--- config.mk ---
export PLATFORM = sky130hd
export DESIGN_NAME = bfp_seq
export DESIGN_NICKNAME = d
export VERILOG_FILES = /design/src/rtl/bfp_seq.sv
export SDC_FILE = /design/constraint.sdc
export NUM_CORES = 1
export LEC_CHECK = 0
export ABC_AREA = 1
export BUFFER_PORTS_ARGS = -buffer_cell sky130_fd_sc_hd__buf_2
export CAP_MARGIN = 40
export CORE_ASPECT_RATIO = 0.5
export CORE_MARGIN = 5
export CORE_UTILIZATION = 62
export CTS_BUF_LIST = sky130_fd_sc_hd__clkbuf_16
export CTS_CLUSTER_SIZE = 10
export DETAILED_ROUTE_END_ITERATION = 10
export PLACE_DENSITY_LB_ADDON = 0.25
export SYNTH_ARGS = -nofsm -noshare
export SYNTH_HDL_FRONTEND = slang
export SYNTH_SLANG_ARGS = --single-unit
--- constraint.sdc ---
create_clock -name clk -period 3.3 [get_ports clk]
set_clock_uncertainty 0.1 [all_clocks]
set_input_delay 0.165 -clock clk [delete_from_list [all_inputs] [get_ports clk]]
set_output_delay 0.165 -clock clk [all_outputs]
set_load 0.005 [all_outputs]
--- src/rtl/bfp_seq.sv ---
module bfp_seq #(
  parameter int ADDR_W      = 12,
  parameter int DATA_W      = 16,
  parameter int BUF_WORDS   = 32,
  parameter int BLOCK_WORDS = 128,
  parameter int PGM_LAT     = 6,
  parameter logic [7:0] CMD_SETUP   = 8'h80,
  parameter logic [7:0] CMD_CONFIRM = 8'hD0,
  parameter logic [7:0] CMD_CLEAR   = 8'h50
) (
  input  logic              clk,
  input  logic              rst_n,
  input  logic              we,
  input  logic [ADDR_W-1:0] addr,
  input  logic [DATA_W-1:0] wdata,
  input  logic              blk_unlocked,
  input  logic              vpp_ok,
  output logic [7:0]        status,
  output logic [1:0]        phase,
  output logic              arr_we,
  output logic [ADDR_W-1:0] arr_addr,
  output logic [DATA_W-1:0] arr_wdata
);
  localparam int BUF_W     = $clog2(BUF_WORDS);
  localparam int BLK_W     = $clog2(BLOCK_WORDS);
  localparam int CNT_W     = $clog2(BUF_WORDS + PGM_LAT + 1);
  localparam int PROG_LAST = BUF_WORDS + PGM_LAT - 1;

  typedef enum logic [2:0] {S_IDLE, S_SETUP, S_FILL, S_PROG, S_EXIT} st_t;

  st_t               st;
  logic [ADDR_W-1:0] wa0, base;
  logic [CNT_W-1:0]  cnt;
  logic              at_end, e_cmd, e_prog, e_vpp, e_lock;
  logic [DATA_W-1:0] wbuf [BUF_WORDS];
  logic [7:0]        cmd;
  logic              load;

  assign cmd  = wdata[7:0];
  assign load = (st == S_FILL) && we && (addr == wa0) && !at_end;

  always_ff @(posedge clk) begin
    if (!rst_n) begin
      st <= S_IDLE; wa0 <= '0; base <= '0; cnt <= '0; at_end <= 1'b0;
      e_cmd <= 1'b0; e_prog <= 1'b0; e_vpp <= 1'b0; e_lock <= 1'b0;
    end else begin
      case (st)
        S_IDLE: if (we) begin
          if (cmd == CMD_SETUP) begin
            wa0 <= addr;
            st  <= S_SETUP;
          end else if (cmd == CMD_CLEAR) begin
            e_cmd <= 1'b0; e_prog <= 1'b0; e_vpp <= 1'b0; e_lock <= 1'b0;
          end
        end
        S_SETUP: if (we) begin
          st <= S_EXIT;
          if (cmd != CMD_CONFIRM) begin
            e_cmd <= 1'b1; e_prog <= 1'b1;
          end else if (!vpp_ok) begin
            e_vpp <= 1'b1; e_prog <= 1'b1;
          end else if (!blk_unlocked) begin
            e_lock <= 1'b1; e_prog <= 1'b1;
          end else if (wa0[BUF_W-1:0] != '0) begin
            e_prog <= 1'b1;
          end else begin
            st <= S_FILL; base <= wa0; cnt <= '0; at_end <= 1'b0;
          end
        end
        S_FILL: if (we) begin
          if (addr == wa0) begin
            if (at_end) begin
              e_prog <= 1'b1;
              st     <= S_EXIT;
            end else if (cnt == CNT_W'(BUF_WORDS - 1)) begin
              cnt <= '0;
              if (!vpp_ok) begin
                e_vpp <= 1'b1; e_prog <= 1'b1; st <= S_EXIT;
              end else begin
                st <= S_PROG;
              end
            end else begin
              cnt <= cnt + 1'b1;
            end
          end else if (cnt == '0) begin
            st <= S_EXIT;
          end
        end
        S_PROG: begin
          if (cnt == CNT_W'(PROG_LAST)) begin
            cnt    <= '0;
            st     <= S_FILL;
            base   <= base + ADDR_W'(BUF_WORDS);
            at_end <= &base[BLK_W-1:BUF_W];
          end else begin
            cnt <= cnt + 1'b1;
          end
        end
        default: begin
          st  <= S_IDLE;
          cnt <= '0;
        end
      endcase
    end
  end

  always_ff @(posedge clk)
    if (load) wbuf[cnt[BUF_W-1:0]] <= wdata;

  assign arr_we    = (st == S_PROG) && (cnt < CNT_W'(BUF_WORDS));
  assign arr_addr  = {base[ADDR_W-1:BUF_W], cnt[BUF_W-1:0]};
  assign arr_wdata = wbuf[cnt[BUF_W-1:0]];
  assign status    = {st == S_IDLE, 1'b0, e_cmd, e_prog, e_vpp, 1'b0, e_lock, st == S_PROG};

  always_comb begin
    case (st)
      S_IDLE:         phase = 2'd0;
      S_SETUP:        phase = 2'd1;
      S_FILL, S_PROG: phase = 2'd2;
      default:        phase = 2'd3;
    endcase
  end
endmodule

==> out/results.tsv <==
metric	value	unit
status	finished clean	
netlist_area	0.0224	mm2
drv_slew	0	
vdd_ir_drop_max	365	uV
num_vias	15800	
clk_path_buf_depth	3	
period_needed	3140	ps
p_per_area	535	mW/mm2
finalWirelength	59200	um
pin_count	72	
path_clk_slew	60	ps
synth_cell_types	35	
antennaDiodeCount	0	
drt_iter0_drc	2693	
rows	49	
p_leak	8.78	nW
synth-seq-cells	550	
crit_path_max_fanout	46	
min_path_type	in2reg	
fillers	2401	
gp_congestion	0.933	
cp_slowest_cell	dfxtp_4	
grt_pass1_vias	15100	
p_total	13.6	mW
cap_violations	0	
drcViolationCount	0	
dr.pass1.iters	5	
post-route-period-util	0.952	
timing.fmax	318	MHz
slowest_delay	430	ps
setup_tns	0	ps
crit_path_end_kind	output port	
fin_ws	158	ps
avgSynthCellArea	12.2	um2
antenna_found_initial	1	
maxSlewHeadroom	0.400	
fp.dieW	279	um
fin_nets	1987	
crit_chain	inv_6, buf_12, buf_4, nor2_1, o221ai_1, nand3_1, nand3_1, o21a_1, buf_2	
syn_to_final_growth	13.6	%
core_area	0.0358	mm2
ant_nets	0	
cts_root_buf	clkbuf_16	
utilization	0.712	
required	3030	ps
start_util	0.626	
grt_use_total	0.294	
htreeDepth	2	
worst_pin_slew	899	ps
numCtsBuffers	60	
ys_seq_area_frac	0.720	
grt_max_degree	83	
cts_tree	done	
drive_gt1_frac	0.131	
via_per_inst	6.42	
rsz0062_at_grt	false	
dp_hpwl	34500	um
crit_path_frequent_cell	nand3_1	
die_h	144	um
worstPathArrival	2880	ps
cts_num_sinks	550	
clkLatencyLatePin	580	ps
grt_pass1_wl	89900	um
finalSetupViolCount	0	
critPathLaunchType	register	
dieArea	0.0403	mm2
portBuffers	69	
path_class	reg2out	
grt_overflow	0	
synth_cells	1836	
wl_per_cell	24.1	um
ys_warn_count	0	
report.final.hold_viol_count	0	
post-place-ws	613	ps
report_power, final:
group	leakage [nW]	internal [mW]	switching, mW	total (mW)
Sequential	4.91	7.62	0.00222	7.62
Clock	0.873	3.21	2.50	5.71
Combinational	2.99	0.0715	0.217	0.288
worst max-delay path: cells and delay by family, from the launching register on:
| family | cells | cell delay [ps] |
|---|---|---|
| buffers and inverters | 4 | 880 |
| AND/OR/NAND/NOR | 3 | 440 |
| flip-flops | 1 | 430 |
| AO/OA/AOI/OAI | 2 | 500 |
per-layer routing:
metal  track usage  vias up  part of all wire  wire [um]
met2         0.461     1113              0.45      26600
met4        0.0733        0             0.025       1480
met1         0.421     7612              0.39      22900
li1              -     6936                 -          -
met5             0        -                 0          0
met3        0.0789      118              0.14       8250
cell families after synthesis:
| group | after synthesis | share of synthesized area |
|---|---|---|
| and+or+nand+nor | 580 | 0.106 |
| DFF | 550 | 0.720 |
| AOI/OAI and AO/OA | 492 | 0.130 |
| buffers and inverters | 202 | 0.0386 |
| xor gates and xnor gates | 6 | 0.00234 |
| adders and majority gates | 5 | 0.00279 |
| other | 1 | 0.000167 |
cell usage after synthesis (all sizes together):
library cell / count / area (um2)
a211oi: 3 / 22.5
a21oi: 48 / 240
and3: 2 / 17.5
buf: 55 / 314
clkbuf: 72 / 270
conb: 1 / 3.75
dfxtp: 38 / 761
edfxtp: 512 / 15400
ha: 5 / 62.6
inv: 75 / 282
nand2: 126 / 475
nand3: 96 / 490
nand3b: 1 / 7.51
nand4: 3 / 18.8
nor2: 348 / 1330
nor3: 3 / 15.0
nor4: 1 / 21.3
o21a: 13 / 97.6
o21ai: 305 / 1550
o221ai: 100 / 876
o22ai: 23 / 144
xnor2: 2 / 17.5
xor2: 4 / 35.0
worst paths after layout:
kind / startpoint / to / slack [ps] / cells after the start
min reg2reg: e_vpp$_SDFFE_PN0P_ / e_vpp$_SDFFE_PN0P_ / 350 / 2
max reg2reg: st[0]$_SDFFE_PN0P_ / wbuf[0][0]$_DFFE_PP_ / 550 / 8
min: wdata[14] / wbuf[24][14]$_DFFE_PP_ / 50 / 1
max: register / arr_wdata[11] / 160 / 9
state kept, by name, summed over array words and instances (netlist names), named ones only:
| register | count |
|---|---|
| wa0 | 12 |
| st | 3 |
| e_prog | 1 |
| wbuf | 512 |
| cnt | 6 |
| at_end | 1 |
| e_cmd | 1 |
| e_lock | 1 |
| e_vpp | 1 |
| base | 7 |
layout by cell type (no fill, tap or decap), types with 2 or more instances in the layout:
cell type and n:
nor2_1 318, o21ai_1 15, dfxtp_1 35, nand3_1 94, inv_1 91, clkbuf_16 60, buf_2 69, buf_12 9
dfxtp_4 2, nand3_2 2, o21ai_0 287, buf_4 69, dlygate4sd3_1 29, a21oi_1 48, xnor2_1 2, inv_6 2
o21ai_2 2, o21a_1 13, nand2_1 125, conb_1 2, ha_1 5, nor3_1 3, a211oi_1 3, o22ai_1 23
inv_2 5, xor2_1 4, o221ai_1 100, nor2_2 29, edfxtp_1 512, nand4_1 3
final cells by class:
| class | count | area (um2) | share of cell area |
|---|---|---|---|
| tap | 484 | 606 | 0.0238 |
| inverter | 75 | 288 | 0.0113 |
| clock inverter | 25 | 111 | 0.00437 |
| clock buffer | 60 | 1500 | 0.0589 |
| sequential | 550 | 16100 | 0.634 |
| multi-input combinational | 1085 | 5480 | 0.215 |
| timing repair buffer | 177 | 1350 | 0.0528 |
stage by stage:
| stage | std cells | area (um2) | hold slack [ps] |
|---|---|---|---|
| after floorplan | 1837 | 22400 | 164 |
| after global placement | 2342 | 23600 | 340 |
| after detailed placement | 2342 | 23600 | 345 |
| after CTS | 2456 | 25500 | 36.4 |
| after global routing | 2456 | 25500 | 57.5 |
| final | 2456 | 25500 | 49.9 |
timing repair:
item | 4_1_cts | 5_1_grt
hold endpoints to repair | 32 | 0
hold buffers | 29 | 0
setup endpoints to repair | 0 | 1
resized for setup | 0 | 1
buffers inserted | 0 | 0
Note: power is estimated with default switching activity, not from simulation.
